<file path="src/rtl/eeprom_pkg.sv">
package eeprom_pkg;

  typedef enum logic [2:0] {
    ST_IDLE,
    ST_DEV,
    ST_WORD,
    ST_WDATA,
    ST_RDATA,
    ST_MACK,
    ST_ACK
  } phase_t;

  localparam logic [3:0] DEV_FAMILY = 4'b1010;

  // Device address byte: family in [7:4], strap copy in [3:1], direction in [0]
  function automatic logic dev_match(input logic [7:0] b, input logic [2:0] strap);
    return (b[7:4] == DEV_FAMILY) && (b[3:1] == strap);
  endfunction

endpackage

</file>
<file path="src/rtl/eeprom_line_monitor.sv">
module eeprom_line_monitor (
  input  logic clk,
  input  logic rst_n,
  input  logic scl_i,
  input  logic sda_i,
  output logic scl_lvl,
  output logic sda_lvl,
  output logic scl_rise,
  output logic scl_fall,
  output logic start_ev,
  output logic stop_ev
);

  logic scl_m, scl_s, scl_p;
  logic sda_m, sda_s, sda_p;

  always_ff @(posedge clk or negedge rst_n) begin
    if (!rst_n) begin
      scl_m <= 1'b1; scl_s <= 1'b1; scl_p <= 1'b1;
      sda_m <= 1'b1; sda_s <= 1'b1; sda_p <= 1'b1;
    end else begin
      scl_m <= scl_i; scl_s <= scl_m; scl_p <= scl_s;
      sda_m <= sda_i; sda_s <= sda_m; sda_p <= sda_s;
    end
  end

  assign scl_lvl  = scl_s;
  assign sda_lvl  = sda_s;
  assign scl_rise = scl_s & ~scl_p;
  assign scl_fall = ~scl_s & scl_p;
  // data edges while the clock stays high mark frame boundaries
  assign start_ev = scl_s & scl_p & sda_p & ~sda_s;
  assign stop_ev  = scl_s & scl_p & ~sda_p & sda_s;

endmodule

</file>
<file path="src/rtl/eeprom_busy_timer.sv">
module eeprom_busy_timer #(
  parameter int BUSY_CYCLES = 500
) (
  input  logic clk,
  input  logic rst_n,
  input  logic launch_i,
  output logic busy_o
);

  localparam int CW = $clog2(BUSY_CYCLES + 1);

  logic [CW-1:0] remain;

  always_ff @(posedge clk or negedge rst_n) begin
    if (!rst_n)
      remain <= '0;
    else if (launch_i)
      remain <= CW'(BUSY_CYCLES);
    else if (remain != '0)
      remain <= remain - CW'(1);
  end

  assign busy_o = (remain != '0);

  assert_busy_launch_R6: assert property (@(posedge clk) disable iff (!rst_n)
    launch_i |=> busy_o);

  assert_busy_bound_R6: assert property (@(posedge clk) disable iff (!rst_n)
    remain <= CW'(BUSY_CYCLES));

endmodule

</file>
<file path="src/rtl/eeprom_page_store.sv">
module eeprom_page_store #(
  parameter int MEM_BYTES  = 256,
  parameter int PAGE_BYTES = 16
) (
  input  logic                         clk,
  input  logic                         rst_n,
  input  logic                         clear_i,
  input  logic                         wr_en_i,
  input  logic [$clog2(MEM_BYTES)-1:0] wr_addr_i,
  input  logic [7:0]                   wr_data_i,
  input  logic                         commit_i,
  input  logic [$clog2(MEM_BYTES)-1:0] rd_addr_i,
  output logic [7:0]                   rd_data_o,
  output logic                         commit_fire_o
);

  localparam int AW = $clog2(MEM_BYTES);
  localparam int OW = $clog2(PAGE_BYTES);
  localparam int BW = AW - OW;

  logic [7:0]            mem  [MEM_BYTES];
  logic [7:0]            pbuf [PAGE_BYTES];
  logic [PAGE_BYTES-1:0] valid;
  logic [BW-1:0]         base;

  assign commit_fire_o = commit_i && (valid != '0);

  // staging buffer: one slot per page offset, last write to a slot wins
  always_ff @(posedge clk or negedge rst_n) begin
    if (!rst_n) begin
      valid <= '0;
      base  <= '0;
      for (int k = 0; k < PAGE_BYTES; k++) pbuf[k] <= 8'h00;
    end else if (clear_i || commit_i) begin
      valid <= '0;
    end else if (wr_en_i) begin
      pbuf[wr_addr_i[OW-1:0]]  <= wr_data_i;
      valid[wr_addr_i[OW-1:0]] <= 1'b1;
      base                     <= wr_addr_i[AW-1:OW];
    end
  end

  // array: erased state after reset, whole page programmed at commit
  always_ff @(posedge clk or negedge rst_n) begin
    if (!rst_n) begin
      for (int i = 0; i < MEM_BYTES; i++) mem[i] <= 8'hFF;
    end else if (commit_fire_o) begin
      for (int j = 0; j < PAGE_BYTES; j++)
        if (valid[j]) mem[{base, OW'(j)}] <= pbuf[j];
    end
  end

  assign rd_data_o = mem[rd_addr_i];

endmodule

</file>
<file path="src/rtl/eeprom_slave.sv">
module eeprom_slave
  import eeprom_pkg::*;
#(
  parameter int MEM_BYTES   = 256,
  parameter int PAGE_BYTES  = 16,
  parameter int BUSY_CYCLES = 500
) (
  input  logic       clk,
  input  logic       rst_n,
  input  logic       scl_i,
  input  logic       sda_i,
  input  logic [2:0] strap_i,
  output logic       sda_oe
);

  localparam int AW = $clog2(MEM_BYTES);
  localparam int OW = $clog2(PAGE_BYTES);

  // write pointer: only the in-page offset moves
  function automatic logic [AW-1:0] page_step(input logic [AW-1:0] a);
    logic [OW-1:0] off;
    off = a[OW-1:0] + OW'(1);
    return {a[AW-1:OW], off};
  endfunction

  // read pointer: whole counter moves, wraps at the array end
  function automatic logic [AW-1:0] seq_step(input logic [AW-1:0] a);
    return a + AW'(1);
  endfunction

  logic scl_lvl, sda_lvl, scl_rise, scl_fall, start_ev, stop_ev;
  logic busy, commit_fire;
  logic [7:0] rd_data;

  phase_t        phase, after_ack;
  logic [3:0]    bitcnt;
  logic [7:0]    shreg;
  logic [AW-1:0] addr_ctr;
  logic          sda_oe_q;
  logic          mack_more;
  logic [2:0]    tx_idx;

  eeprom_line_monitor u_mon (
    .clk      (clk),
    .rst_n    (rst_n),
    .scl_i    (scl_i),
    .sda_i    (sda_i),
    .scl_lvl  (scl_lvl),
    .sda_lvl  (sda_lvl),
    .scl_rise (scl_rise),
    .scl_fall (scl_fall),
    .start_ev (start_ev),
    .stop_ev  (stop_ev)
  );

  // named internal events
  logic byte_in_done, dev_done, dev_hit, word_done, wdata_done, mack_sample;
  assign byte_in_done = scl_fall && (bitcnt == 4'd8) &&
                        (phase == ST_DEV || phase == ST_WORD || phase == ST_WDATA);
  assign dev_done     = byte_in_done && (phase == ST_DEV);
  assign dev_hit      = dev_match(shreg, strap_i) && !busy;
  assign word_done    = byte_in_done && (phase == ST_WORD);
  assign wdata_done   = byte_in_done && (phase == ST_WDATA);
  assign mack_sample  = scl_rise && (phase == ST_MACK);
  assign tx_idx       = 3'(4'd7 - bitcnt);

  eeprom_page_store #(
    .MEM_BYTES  (MEM_BYTES),
    .PAGE_BYTES (PAGE_BYTES)
  ) u_store (
    .clk           (clk),
    .rst_n         (rst_n),
    .clear_i       (start_ev),
    .wr_en_i       (wdata_done),
    .wr_addr_i     (addr_ctr),
    .wr_data_i     (shreg),
    .commit_i      (stop_ev),
    .rd_addr_i     (addr_ctr),
    .rd_data_o     (rd_data),
    .commit_fire_o (commit_fire)
  );

  eeprom_busy_timer #(
    .BUSY_CYCLES (BUSY_CYCLES)
  ) u_busy (
    .clk      (clk),
    .rst_n    (rst_n),
    .launch_i (commit_fire),
    .busy_o   (busy)
  );

  always_ff @(posedge clk or negedge rst_n) begin
    if (!rst_n) begin
      phase     <= ST_IDLE;
      after_ack <= ST_IDLE;
      bitcnt    <= '0;
      shreg     <= '0;
      addr_ctr  <= '0;
      sda_oe_q  <= 1'b0;
      mack_more <= 1'b0;
    end else if (start_ev) begin
      phase    <= ST_DEV;
      bitcnt   <= '0;
      sda_oe_q <= 1'b0;
    end else if (stop_ev) begin
      phase    <= ST_IDLE;
      sda_oe_q <= 1'b0;
    end else begin
      case (phase)
        ST_DEV, ST_WORD, ST_WDATA: begin
          if (scl_rise && bitcnt != 4'd8) begin
            shreg  <= {shreg[6:0], sda_lvl};
            bitcnt <= bitcnt + 4'd1;
          end else if (byte_in_done) begin
            if (phase == ST_DEV) begin
              if (dev_hit) begin
                sda_oe_q  <= 1'b1;
                phase     <= ST_ACK;
                after_ack <= shreg[0] ? ST_RDATA : ST_WORD;
              end else begin
                phase <= ST_IDLE;
              end
            end else if (phase == ST_WORD) begin
              sda_oe_q  <= 1'b1;
              phase     <= ST_ACK;
              after_ack <= ST_WDATA;
              addr_ctr  <= shreg[AW-1:0];
            end else begin
              sda_oe_q  <= 1'b1;
              phase     <= ST_ACK;
              after_ack <= ST_WDATA;
              addr_ctr  <= page_step(addr_ctr);
            end
          end
        end
        ST_ACK: begin
          if (scl_fall) begin
            bitcnt   <= '0;
            phase    <= after_ack;
            sda_oe_q <= (after_ack == ST_RDATA) ? ~rd_data[7] : 1'b0;
          end
        end
        ST_RDATA: begin
          if (scl_rise) begin
            bitcnt <= bitcnt + 4'd1;
          end else if (scl_fall) begin
            if (bitcnt == 4'd8) begin
              sda_oe_q <= 1'b0;
              phase    <= ST_MACK;
            end else begin
              sda_oe_q <= ~rd_data[tx_idx];
            end
          end
        end
        ST_MACK: begin
          if (mack_sample) begin
            mack_more <= !sda_lvl;
            addr_ctr  <= seq_step(addr_ctr);
          end else if (scl_fall) begin
            if (mack_more) begin
              phase    <= ST_RDATA;
              bitcnt   <= '0;
              sda_oe_q <= ~rd_data[7];
            end else begin
              phase <= ST_IDLE;
            end
          end
        end
        default: ;
      endcase
    end
  end

  assign sda_oe = sda_oe_q;

  assert_oe_moves_low_R3: assert property (@(posedge clk) disable iff (!rst_n)
    !$stable(sda_oe_q) |-> !scl_lvl);

  assert_no_ack_foreign_R2: assert property (@(posedge clk) disable iff (!rst_n)
    (dev_done && !dev_match(shreg, strap_i)) |=> !sda_oe_q);

  assert_busy_nak_R6: assert property (@(posedge clk) disable iff (!rst_n)
    (dev_done && busy) |=> !sda_oe_q);

  assert_page_upper_fixed_R5: assert property (@(posedge clk) disable iff (!rst_n)
    wdata_done |=> addr_ctr[AW-1:OW] == $past(addr_ctr[AW-1:OW]));

  assert_release_on_nak_R10: assert property (@(posedge clk) disable iff (!rst_n)
    (mack_sample && sda_lvl) |=> !sda_oe_q);

  assert_stop_idles_R10: assert property (@(posedge clk) disable iff (!rst_n)
    stop_ev |=> (phase == ST_IDLE) && !sda_oe_q);

endmodule

</file>
<file path="config.mk">
export PLATFORM = sky130hd
export DESIGN_NAME = eeprom_slave
export DESIGN_NICKNAME = d
export VERILOG_FILES = /design/src/rtl/eeprom_pkg.sv /design/src/rtl/eeprom_line_monitor.sv /design/src/rtl/eeprom_busy_timer.sv /design/src/rtl/eeprom_page_store.sv /design/src/rtl/eeprom_slave.sv
export SDC_FILE = /design/constraint.sdc
export NUM_CORES = 2
export LEC_CHECK = 0
export CORE_MARGIN = 2
export CORE_UTILIZATION = 40
export CTS_BUF_LIST = sky130_fd_sc_hd__clkbuf_2 sky130_fd_sc_hd__clkbuf_4 sky130_fd_sc_hd__clkbuf_8
export DETAILED_ROUTE_END_ITERATION = 10
export DONT_BUFFER_PORTS = 1
export SYNTH_ARGS = -nofsm -noshare
export SYNTH_HDL_FRONTEND = slang
export SYNTH_SLANG_ARGS = --single-unit
</file>
<file path="constraint.sdc">
create_clock -name clk -period 3.5 [get_ports clk]
set_input_delay 0 -clock clk [delete_from_list [all_inputs] [get_ports clk]]
set_output_delay 0 -clock clk [all_outputs]
set_load 0.02 [all_outputs]
</file>
==> run summary <==
Slew @ Worst Pin: 1.38 ns
Crit start category: flop
Final total negative setup slack: -0.301 ns
Endpoints failing setup: 16
Vias after detailed routing: 67,257
Number of unique standard cell types used by synthesis: 79
Synthesized instance count: 6,485
Vertical die dimension: 512 µm
Clock Sinks: 2,239
Outcome: finished, violations left
Async S/R FF share, synth: 1.00
Root buffer cell: sky130_fd_sc_hd__clkbuf_8
Kind of end point of the critical path: flop
Top post-synthesis cells by area: sky130_fd_sc_hd__dfstp_2 (52%), sky130_fd_sc_hd__mux2_2 (24%), sky130_fd_sc_hd__mux4_2 (11%), sky130_fd_sc_hd__dfrtp_1 (4.5%), sky130_fd_sc_hd__nand2_1 (1.4%)
Cell repeated most along the worst path: sky130_fd_sc_hd__buf_4
Multi-input gate area in the final layout: 0.0431 mm²
Post-layout power: 64.5 mW
First-pass GRT wire length: 584 mm
Area grow syn2layout: 18.3%
Non-filler instance count after layout: 10,987
Reg2Reg Launch Point: u_store.valid[15]
Setup repair after global routing missed its margin: no
Leakage power of the design: 51.2 nW
Insertion delay to the later sink of the worst-skew pair: 1.10 ns
Clock transition at the registers of the reported paths: 0.06 ns
Maximum clock frequency: 283 MHz
Top Ports: 8
Routed length on met1: 183 mm
Number of placed instances, taps included: 10,235
Cell with the most instances after synthesis: sky130_fd_sc_hd__mux2_2
Cell depth of the worst flop-to-flop path: 8
Number of enable-type register cells in the synthesized netlist: 0
Total GRT Usage: 0.323
Slowest stage delay, CP: 0.61 ns
Area occupied by registers: 0.0586 mm²
Post-detailed-route count of antenna-violating nets: 0
Largest net degree at the start of global routing: 300
Die ar.: 0.262 mm²
Max-slew violation count: 0
Horizontal extent of the die: 512 µm
Final period util: 1.01
Row Count: 186
Worst min-delay path class: primary input to asynchronous set/reset pin
Reg2reg setup slack: -0.03 ns
Max clock buf depth: 4
Data required time of the worst path: 4.46 ns
Number of DRC markers after the initial detailed-route iteration: 6,786
Capturing point of the worst reg2reg path: u_store.mem[1502]
Topmost layer with routed signal wires: met5
Post-synthesis register bit count: 2,239
Top cells by instance count after synthesis: sky130_fd_sc_hd__mux2_2 (2,239), sky130_fd_sc_hd__dfstp_2 (2,054), sky130_fd_sc_hd__mux4_2 (486)
Arrival time reported for the critical path endpoint: 4.50 ns
Share of post-route cells with drive strength above 1: 0.838
Initial antenna violation count: 90
Final-stage net count: 7,284
Placed wire-length estimate after detailed placement: 299 mm
Sequence of cells on the critical path: nor4_1 > nand4_1 > nor3b_2 > buf_4 > and2_1 > buf_4 > nand2_1 > mux2_2
Number of H-tree levels: 5
Dominant synthesized flop cell: sky130_fd_sc_hd__dfstp_2
Buffers added on ports: 0
Worst slew slack as a fraction of its limit: 0.0807
Violations in the final reports: negative setup slack
Routed wl met3: 34.7 mm
Crit Path Category: flop to flop
Sequential area share after synthesis: 0.567
Number of CTS-inserted buffers: 389
Total Routed Length: 431 mm
Synthesized cell area: 0.103 mm²
Synthesized Nets: 6,499
Routed length on met2: 190 mm
Initial core utilization: 0.402
Leading area contributor after synthesis: sky130_fd_sc_hd__dfstp_2
Max-capacitance violation count: 0
Vias in the first global route: 67,852
Average detailed-routed wire length per instance: 39.3 µm
Number of DRC violations after detailed routing: 0
Core Util, Final: 0.476
Count of yosys warnings during synthesis: 0
Worst clock skew: 0.107 ns
TritonCTS clock tree: built
Filler instances: 22,332
Core area: 0.257 mm²
IR Drop Worst-Case VDD: 0.000306 V
Clock period minus worst slack: 3.53 ns
Total grt overflow: 0
Count of endpoints failing hold in the final timing report: 0
Post-Synthesis Mean Instance Area: 15.9 µm²
Worst-path cell with the longest stage delay: sky130_fd_sc_hd__nor4_1
Peak fanout along the critical path: 12
Cell area power density: 527 mW/mm²
First-pass iteration count of the detailed router: 6
Setup WS post-layout: -0.0332 ns
Post-Route Hold Slack: 0.0550 ns
Final estimated routing congestion in global placement: 1.07
Vias/cell: 6.12
Proportion of netlist area held by the largest area contributor: 0.522
-- worst max-delay path by stage --
stage | start | to | slack (ns) | cells past startpoint
after floorplan | addr_ctr[0] | sda_oe | 0.78 | 12
after global placement | rst_n | u_store.pbuf[2] | -0.55 | 4
after detailed placement | rst_n | u_store.pbuf[8] | -0.68 | 4
after CTS | addr_ctr[0] | sda_oe | 0.003 | 12
after global routing | addr_ctr[0] | sda_oe | 0.002 | 11
final | u_store.valid[15] | u_store.mem[1502] | -0.03 | 8
-- logic make-up after synthesis --
kind of cell | after synthesis | synth area share
AO/OA/AOI/OAI | 363 | 0.0255
AND/OR/NAND/NOR | 618 | 0.0266
XOR/XNOR | 9 | 0.000763
flip-flops | 2239 | 0.567
multiplexers | 2828 | 0.360
buffers and inverters | 421 | 0.0190
adder cells (fa/ha/maj) | 7 | 0.000847
-- per-layer routing --
layer / track usage / up-vias
li1: - / 26081
met1: 0.450 / 37362
met2: 0.478 / 3060
met3: 0.0721 / 720
met4: 0.155 / 34
met5: 0 / -
-- state kept, by name, summed over array words and instances (netlist names), 4 cells and up --
name,cells
u_busy.remain,9
u_store.valid,16
u_store.pbuf,128
u_store.base,4
u_store.mem,2048
bitcnt,4
addr_ctr,8
shreg,8
-- worst max-delay path: cells and delay by family (launching register included) --
kind / cells / cell delay (ns)
mux: 1 / 0.39
simple gates: 5 / 1.98
buf+inv: 2 / 0.56
flops: 1 / 0.48
-- final cells by class --
cell class / instances / share of cell area
well taps: 3384 / 0.0346
multi-input cells: 3825 / 0.352
flip-flops and latches: 2239 / 0.479
repair buffers: 796 / 0.0639
clock inverters: 61 / 0.00403
clock buffers: 642 / 0.0650
inverters: 19 / 0.000583
diodes: 21 / 0.000430
-- stage by stage --
stage / worst slack, ns / area, µm²
final: -0.0332 / 122000
after CTS: 0.00313 / 122000
after global routing: 0.00245 / 122000
after detailed placement: -0.675 / 113000
after global placement: -0.554 / 113000
after floorplan: 0.776 / 103000
-- power by group --
group	internal (mW)	switching [mW]
sequential	26.2	0.209
clock	14.6	11.4
combinational	4.99	7.21
total	45.7	18.8
-- layout by cell type (no fill, tap or decap), types with 29 or more instances in the layout --
master / instances
sky130_fd_sc_hd__mux2i_1: 98
sky130_fd_sc_hd__a22oi_1: 65
sky130_fd_sc_hd__dfrtp_1: 172
sky130_fd_sc_hd__nand2_1: 380
sky130_fd_sc_hd__nor2_1: 53
sky130_fd_sc_hd__a221oi_1: 29
sky130_fd_sc_hd__buf_12: 101
sky130_fd_sc_hd__a21oi_1: 41
sky130_fd_sc_hd__clkbuf_4: 142
sky130_fd_sc_hd__mux4_2: 486
sky130_fd_sc_hd__mux2_2: 2239
sky130_fd_sc_hd__nand3_1: 37
sky130_fd_sc_hd__buf_4: 655
sky130_fd_sc_hd__clkbuf_8: 500
sky130_fd_sc_hd__o21ai_0: 43
sky130_fd_sc_hd__clkinv_2: 40
sky130_fd_sc_hd__dfstp_2: 2054
-- timing repair --
item,CTS,global route
endpoints found under the hold margin,277,150
pin swaps,1,3
setup buffers,0,4
hold buffers,7,13
setup endpoints to repair,1,1
gates cloned,0,1
resized for setup,11,24
Note: power is estimated with default switching activity, not from simulation.
